$ cat src/rtl/dmairq_pkg.sv
package dmairq_pkg;

   localparam int unsigned REG_W     = 32;
   localparam int unsigned OFS_W     = 20;

   localparam logic [OFS_W-1:0] OFS_STATUS = 20'h80000;
   localparam logic [OFS_W-1:0] OFS_PEND   = 20'h80004;
   localparam logic [OFS_W-1:0] OFS_MASK   = 20'h80008;
   localparam logic [OFS_W-1:0] OFS_ACTL   = 20'h00034;

   typedef enum logic [2:0] {
      SEL_NONE,
      SEL_STATUS,
      SEL_PEND,
      SEL_MASK,
      SEL_ACTL
   } reg_sel_e;

   function automatic reg_sel_e decode_ofs(input logic [OFS_W-1:0] ofs,
                                           input logic hi_clear);
      reg_sel_e s;
      s = SEL_NONE;
      if (hi_clear) begin
         case (ofs)
            OFS_STATUS: s = SEL_STATUS;
            OFS_PEND:   s = SEL_PEND;
            OFS_MASK:   s = SEL_MASK;
            OFS_ACTL:   s = SEL_ACTL;
            default:    s = SEL_NONE;
         endcase
      end
      return s;
   endfunction

endpackage

$ cat src/rtl/dmairq_evmap.sv
module dmairq_evmap #(
   parameter int unsigned NUM_PAIRS = 16,
   localparam int unsigned NCH = 2 * NUM_PAIRS
) (
   input  logic [NUM_PAIRS-1:0] rx_done,
   input  logic [NUM_PAIRS-1:0] tx_done,
   output logic [NCH-1:0]       ch_evt
);

   for (genvar k = 0; k < NUM_PAIRS; k++) begin : g_pair
      assign ch_evt[2*k]   = rx_done[k];
      assign ch_evt[2*k+1] = tx_done[k];
   end

endmodule

$ cat src/rtl/dmairq_status.sv
module dmairq_status #(
   parameter int unsigned NCH = 32
) (
   input  logic           clk,
   input  logic           rst_n,
   input  logic [NCH-1:0] ch_evt,
   input  logic           clr_we,
   input  logic [NCH-1:0] clr_bits,
   output logic [NCH-1:0] stat
);

   for (genvar i = 0; i < NCH; i++) begin : g_bit
      always_ff @(posedge clk) begin
         if (!rst_n)
            stat[i] <= 1'b0;
         else if (ch_evt[i])
            stat[i] <= 1'b1;
         else if (clr_we && clr_bits[i])
            stat[i] <= 1'b0;
      end
   end

   logic armed;
   always_ff @(posedge clk) begin
      if (!rst_n) armed <= 1'b0;
      else        armed <= 1'b1;
   end


   evt_sets_chk: assert property (@(posedge clk) disable iff (!rst_n)
      armed && (ch_evt != '0) |=> ((stat & $past(ch_evt)) == $past(ch_evt)));


   w1c_clears_chk: assert property (@(posedge clk) disable iff (!rst_n)
      armed && clr_we |=> ((stat & $past(clr_bits & ~ch_evt)) == '0));


   sticky_hold_chk: assert property (@(posedge clk) disable iff (!rst_n)
      armed |=> (($past(stat) & ~($past(clr_we) ? $past(clr_bits) : '0) & ~stat) == '0));

endmodule

$ cat src/rtl/dmairq_ctrl.sv
module dmairq_ctrl #(
   parameter int unsigned NCH = 32
) (
   input  logic           clk,
   input  logic           rst_n,
   input  logic           mask_we,
   input  logic           actl_we,
   input  logic [31:0]    wdata,
   output logic [NCH-1:0] mask,
   output logic           addr32
);

   always_ff @(posedge clk) begin
      if (!rst_n)
         mask <= '0;
      else if (mask_we)
         mask <= wdata[NCH-1:0];
   end

   always_ff @(posedge clk) begin
      if (!rst_n)
         addr32 <= 1'b0;
      else if (actl_we)
         addr32 <= wdata[0];
   end


   mask_hold_chk: assert property (@(posedge clk) disable iff (!rst_n)
      !mask_we |=> $stable(mask));


   actl_hold_chk: assert property (@(posedge clk) disable iff (!rst_n)
      !actl_we |=> $stable(addr32));

endmodule

$ cat src/rtl/dmairq_hub.sv
module dmairq_hub
   import dmairq_pkg::*;
#(
   parameter int unsigned NUM_PAIRS = 16,
   parameter int unsigned ADDR_W    = 20,
   parameter bit          IRQ_REG   = 1'b0,
   localparam int unsigned NCH      = 2 * NUM_PAIRS
) (
   input  logic                 clk,
   input  logic                 rst_n,
   input  logic [NUM_PAIRS-1:0] rx_done,
   input  logic [NUM_PAIRS-1:0] tx_done,
   input  logic [ADDR_W-1:0]    reg_addr,
   input  logic                 reg_we,
   input  logic [31:0]          reg_wdata,
   output logic [31:0]          reg_rdata,
   output logic                 irq,
   output logic                 addr32_mode
);

   if (NUM_PAIRS < 1 || NUM_PAIRS > 16) begin : g_bad_pairs
      $error("dmairq_hub: NUM_PAIRS must be in 1..16");
   end
   if (ADDR_W < OFS_W) begin : g_bad_addr
      $error("dmairq_hub: ADDR_W too narrow for the register offsets");
   end

   logic [NCH-1:0] ch_evt;
   logic [NCH-1:0] stat;
   logic [NCH-1:0] mask;
   logic [NCH-1:0] pend;
   logic           hi_clear;
   reg_sel_e       sel;

   if (ADDR_W > OFS_W) begin : g_hi
      assign hi_clear = (reg_addr[ADDR_W-1:OFS_W] == '0);
   end else begin : g_nohi
      assign hi_clear = 1'b1;
   end

   assign sel = decode_ofs(reg_addr[OFS_W-1:0], hi_clear);

   dmairq_evmap #(.NUM_PAIRS(NUM_PAIRS)) u_evmap (
      .rx_done (rx_done),
      .tx_done (tx_done),
      .ch_evt  (ch_evt)
   );

   dmairq_status #(.NCH(NCH)) u_status (
      .clk      (clk),
      .rst_n    (rst_n),
      .ch_evt   (ch_evt),
      .clr_we   (reg_we && (sel == SEL_STATUS)),
      .clr_bits (reg_wdata[NCH-1:0]),
      .stat     (stat)
   );

   dmairq_ctrl #(.NCH(NCH)) u_ctrl (
      .clk     (clk),
      .rst_n   (rst_n),
      .mask_we (reg_we && (sel == SEL_MASK)),
      .actl_we (reg_we && (sel == SEL_ACTL)),
      .wdata   (reg_wdata),
      .mask    (mask),
      .addr32  (addr32_mode)
   );

   assign pend = stat & mask;

   always_comb begin
      case (sel)
         SEL_STATUS: reg_rdata = 32'(stat);
         SEL_PEND:   reg_rdata = 32'(pend);
         SEL_MASK:   reg_rdata = 32'(mask);
         SEL_ACTL:   reg_rdata = {31'b0, addr32_mode};
         default:    reg_rdata = '0;
      endcase
   end

   if (IRQ_REG) begin : g_irq_ff
      always_ff @(posedge clk) begin
         if (!rst_n) irq <= 1'b0;
         else        irq <= |pend;
      end
   end else begin : g_irq_comb
      assign irq = |pend;

      irq_level_chk: assert property (@(posedge clk) disable iff (!rst_n)
         irq == ((stat & mask) != '0));
   end


   pend_view_chk: assert property (@(posedge clk) disable iff (!rst_n)
      (sel == SEL_PEND) |-> (reg_rdata == 32'(stat & mask)));


   unmapped_zero_chk: assert property (@(posedge clk) disable iff (!rst_n)
      (sel == SEL_NONE) |-> (reg_rdata == '0));


   actl_upper_chk: assert property (@(posedge clk) disable iff (!rst_n)
      (sel == SEL_ACTL) |-> (reg_rdata[31:1] == '0));

endmodule

$ cat config.mk
export PLATFORM = sky130hd
export DESIGN_NAME = dmairq_hub
export DESIGN_NICKNAME = d
export VERILOG_FILES = /design/src/rtl/dmairq_pkg.sv /design/src/rtl/dmairq_evmap.sv /design/src/rtl/dmairq_status.sv /design/src/rtl/dmairq_ctrl.sv /design/src/rtl/dmairq_hub.sv
export SDC_FILE = /design/constraint.sdc
export NUM_CORES = 1
export LEC_CHECK = 0
export ABC_CLOCK_PERIOD_IN_PS = 6500
export BUFFER_PORTS_ARGS = -buffer_cell sky130_fd_sc_hd__buf_2
export CAP_MARGIN = 30
export CORE_MARGIN = 5
export CORE_UTILIZATION = 40
export DETAILED_ROUTE_END_ITERATION = 10
export GPL_TIMING_DRIVEN = 1
export MAX_ROUTING_LAYER = met4
export PLACE_DENSITY = 0.67
export SLEW_MARGIN = 25
export SYNTH_ARGS = -nofsm -noshare
export SYNTH_HDL_FRONTEND = slang
export SYNTH_SLANG_ARGS = --single-unit
$ cat constraint.sdc
create_clock -name clk -period 6.5 [get_ports clk]
set_clock_uncertainty 0.2 [all_clocks]
set_input_delay 0.975 -clock clk [delete_from_list [all_inputs] [get_ports clk]]
set_output_delay 0.975 -clock clk [all_outputs]
set_load 0.005 [all_outputs]
== After elaboration in Yosys (flattened, before gate mapping) ==
Index checks and enable logic that the tools add are counted.
Storage, ports and cells
  bits in latches: 0
  bits in registers: 65
  memories: 0
  output and inout port bits: 34
  RAM bits: 0
  ROM bits: 0
Operators by class
  $lt $le $gt $ge: 0
  bitwise logic cells: 1
  shift-type cells: 0
  add/subtract/negate cells: 0
  divide/modulo/power cells: 0
  reduce and logical (&&, ||, !) cells: 68
  multiply operators: 0
  mux-type cells: 66
  eq/ne operators: 8
Operators by type and width (number)
  case mux 32 bit (4 select lines): 1
  2-to-1 mux 1 bit: 64
  nonzero test 2 bit: 32
  equality test 20 bit, second input constant: 3
  logical AND 1 bit: 35
  bitwise AND 32 bit: 1
  OR reduction 32 bit: 1
  equality test 20 x 6 -> 1 bit, second input constant: 1
  case mux 3 bit (4 select lines): 1
  equality test 3 x 2 -> 1 bit, second input constant: 2
  equality test 3 x 1 -> 1 bit, second input constant: 1
  equality test 3 bit, second input constant: 1

== Logic depth before layout (Yosys ltp) ==
  depth after elaboration: 7
  mapped depth: 6
  depth with buffers taken out: 4

== Modules after synthesis ==
Synthesis repeated with hierarchy kept, for this count alone.
Unflattened totals
  cell total of the unflattened synthesis: 424
  area, all modules: 3598.5 sq um
By module, submodules not included
  dmairq_ctrl: area an instance 1280.0 sq um, sequential area each 660.6 sq um, cells an instance 106, times used 1
  dmairq_status: area an instance 1151.1 sq um, sequential area each 640.6 sq um, cells an instance 134, times used 1
  dmairq_hub: area an instance 927.1 sq um, sequential area each 0.0 sq um, cells an instance 152, times used 1
  dmairq_evmap: area an instance 240.2 sq um, sequential area each 0.0 sq um, cells an instance 32, times used 1

== Worst setup path before layout ==
Ideal clock, no wire load.
  path kind: input-to-output
  from: in reg_addr[7]
  to: out reg_rdata[1]
  arrival: 2.479 ns
  stages on the path: 6
  slack: 2.846 ns
  required time: 5.325 ns
  cells stage by stage: nor4_1 nand4_1 or4b_1 clkbuf_1 buf_4 nor3_2
On the way
  longest elaborated chain between the ends: 4
Ends and longest elaborated chain
  from (decl): line dmairq_hub.sv:13  | input logic [ADDR_W-1:0] reg_addr,
  equality test 20 x 6 -> 1 bit or equality test 20 bit (tied branches): line dmairq_pkg.sv:24  | case (ofs)
  case mux 3 bit (4 select lines) *: line dmairq_pkg.sv:24
  equality test 3 bit (tied with other cells): line dmairq_hub.sv:71  | case (sel)
  case mux 32 bit (4 select lines) *: line dmairq_hub.sv:71
  to (decl): line dmairq_hub.sv:16  | output logic [31:0] reg_rdata,
Mark *: on every way between the ends. The rest lies on a longest branch, timed or not.

== Worst setup path after layout ==
  from: in reg_addr[7]
  to: out reg_rdata[2]
The elaborated chain is that of the path after synthesis.

==> impl_metrics.toml <==
[final_layout]
finalNetCount = 634
drive_gt1_frac = 0.263
area_delta_synth_final_pct = 25.5
fillers = 824
fin_area_sq_mm = 0.00420
n_antenna_cell = 0

[synthesis]
synth.area.top_cells = "dfxtp_1 (39%), o21ai_0 (9.0%), o211ai_1 (7.2%), a31oi_1 (6.0%), nand2_1 (5.2%)"
synth-edff-count = 0
synth_commonest_cells = "dfxtp_1 (65), o21ai_0 (60), nand2_1 (46)"
synth.most_common_cell = "dfxtp_1"
synth_area_leader_cell = "dfxtp_1"
ys_warn_count = 0
ys_seq_area_frac = 0.389
ys_types = 30
syn-cell-area_sq_mm = 0.00335
synth-seq-cells = 65
synthCells = 445
synth_nets = 532
ys.flop_type = "dfxtp_1"
synth-async-reset-ratio = 0
avgSynthCellArea_sq_um = 7.52
synth_top_area_share = 0.389

[floorplan]
die_width_microns = 101
rows = 33
ios = 121
start_util = 0.409
coreArea_sq_mm = 0.00818
die_area_sq_mm = 0.0103
die_h_microns = 101

[route]
avgViaCountPerCell = 5.65
ant_nets = 0
wl_microns = 10900
vias = 3707
wl_per_cell_microns = 16.5
first_iter_violations = 202
drc = 0
firstDrtPassIters = 5

[place]
gp_congestion = 0.793
dpl-instance-area_sq_mm = 0.00399
port_buffers = 120
dpl.hpwl_microns = 7570

[sta]
post-route-period-util = 0.686
setup_viol = 0
maxSlewViolCount = 0
worst_pin_slew_ns = 0.899
fmax_mhz = 224
slew_headroom = 0.401
tns_ns = 0
hold_viol_final = 0
post-route-min-period_ns = 4.46
rsz0062_at_grt = "no"

[global_route]
gr-total-overflow = 0
antenna_found_initial = 0
track_usage = 0.217
grt_pass1_vias = 3456
grt_max_degree = 98
grt_pass1_wl_microns = 17300

[worst_hold_path]
hp-class = "reg -> reg"
holdPathStages = 2
hp-start = "u_ctrl.addr32$_SDFFE_PN0P_"
min_to = "u_ctrl.addr32$_SDFFE_PN0P_"

[power]
p_sw_frac = 0.242
p_int_uw = 675
fin_total_pwr_uw = 891
ir_drop_mv = 0.119
pwr-share-clk = 0.422
combPwrFrac = 0.099
p_leak_uw = 0.00178
p_per_area_mw_per_mm2 = 212
p_switching_uw = 216
seqPwrFrac = 0.479

[clocking]
tritoncts = "built"
cts_resized = 0
cts-root-buf = "clkbuf_8"
clk-insertion-delay-late_ns = 0.33
clock_path_buffers = 2
ctsHoldBuffers = 0
clock_sinks = 65
postCtsSetupBuffers = 0
htreeDepth = 3
cts_buffers = 9
clkSlewWorstSetupHoldPaths_ns = 0.07

[worst_setup_path]
worst-path-max-fanout = 37
critical_path.most_common_cell = "buf_2"
path_buf_inv = 3
path_delay_family = "simple AND/OR/NAND/NOR gates"
cp.required_ns = 5.32
cp_slowest_cell = "or4b_2"
r2r-end = "u_status.stat[30]$_SDFFE_PN0P_"
reg2reg_depth = 2
worstPathCellList = "buf_2, nor4_1, nand4_1, buf_4, or4b_2, a21oi_1, buf_2"
max_stage_delay_ns = 1.02
crit_type = "in -> out"
worstSetupEndpointType = "primary output"
cp-start-kind = "input pin"
crit-reg2reg-launch = "u_status.stat[30]$_SDFFE_PN0P_"
worstPathArrival_ns = 3.28
r2r_slack_ns = 5.50

[flow_run]
drv_cap = 0

[outcome]
outcome = "finished, final reports clean"
-- power by group through the flow --
stage | Clock [uW] | Combinational [uW] | Sequential, uW
4_1_cts | 380 | 87.9 | 426
2_1_floorplan | 0 | 46.0 | 429
3_5_place_dp | 0 | 87.4 | 435
6_report | 376 | 88.2 | 427
3_3_place_gp | 0 | 85.4 | 435
5_1_grt | 399 | 99.0 | 428
-- metrics by stage --
stage	hold slack, ns	utilization	instances	setup slack, ns
floorplan	0.264	-	445	2.85
global placement	0.265	0.488	641	2.01
detailed placement	0.273	0.488	641	2.10
CTS	0.283	0.514	656	2.08
global route	0.315	0.514	656	1.90
finish	0.275	0.514	656	2.04
-- worst max path at each step --
stage / startpoint / endpoint / slack, ns / cells after the start
global route: reg_addr[7] / reg_rdata[24] / 1.90 / 7
finish: reg_addr[7] / reg_rdata[2] / 2.04 / 7
CTS: reg_addr[7] / reg_rdata[2] / 2.08 / 7
detailed placement: reg_addr[7] / reg_rdata[24] / 2.10 / 7
floorplan: reg_addr[7] / reg_rdata[1] / 2.85 / 6
global placement: reg_addr[7] / reg_rdata[24] / 2.01 / 7
-- layout by cell type (no fill, tap or decap), types with 4 or more instances in the layout --
master      n
nand2_1    46
nand4_1     5
o21ai_0    60
clkbuf_8   10
dfxtp_1    65
a21oi_1    15
o211ai_1   32
buf_4       6
buf_2     120
nor2_1     23
a32oi_1    16
a31oi_1    32
nor2b_1    12
o21ai_1    16
nand2b_1   17
nor4_1      4
a22oi_1    17
inv_1      33
-- logic make-up (layout without fill, tap and decap cells) --
kind of cell	Yosys count	in the layout	share of synthesized area
compound gates	189	189	0.351
flops	65	65	0.389
mux	1	1	0.00299
buf+inv	69	175	0.0793
simple gates	121	121	0.178
-- final cells by class --
cell class	count	area [sq um]	area share
inverter	34	128	0.0304
tap	105	131	0.0313
multi-input combinational	311	1780	0.425
clock inverter	3	65.1	0.0155
sequential	65	1300	0.310
timing repair buffer	126	646	0.154
clock buffer	12	145	0.0346
-- tightest hold or removal path, cell delays in order, from the launching register on --
cell	delay [ns]
dfxtp_1	0.32
nand2_1	0.05
mux2i_1	0.05
-- flip-flops by register name, summed over array words and instances, names as in the netlist --
name	cells
u_status.stat	32
u_ctrl.mask	32
u_ctrl.addr32	1
-- routing by layer --
| metal | vias to the layer above | wire, microns | GRT usage |
|---|---|---|---|
| met5 | - | 0 | - |
| met4 | 0 | 89 | 0.0603 |
| met3 | 9 | 668 | 0.0441 |
| met2 | 129 | 4930 | 0.313 |
| met1 | 1743 | 5160 | 0.306 |
| li1 | 1826 | - | - |
(Power assumes the default switching activity.)
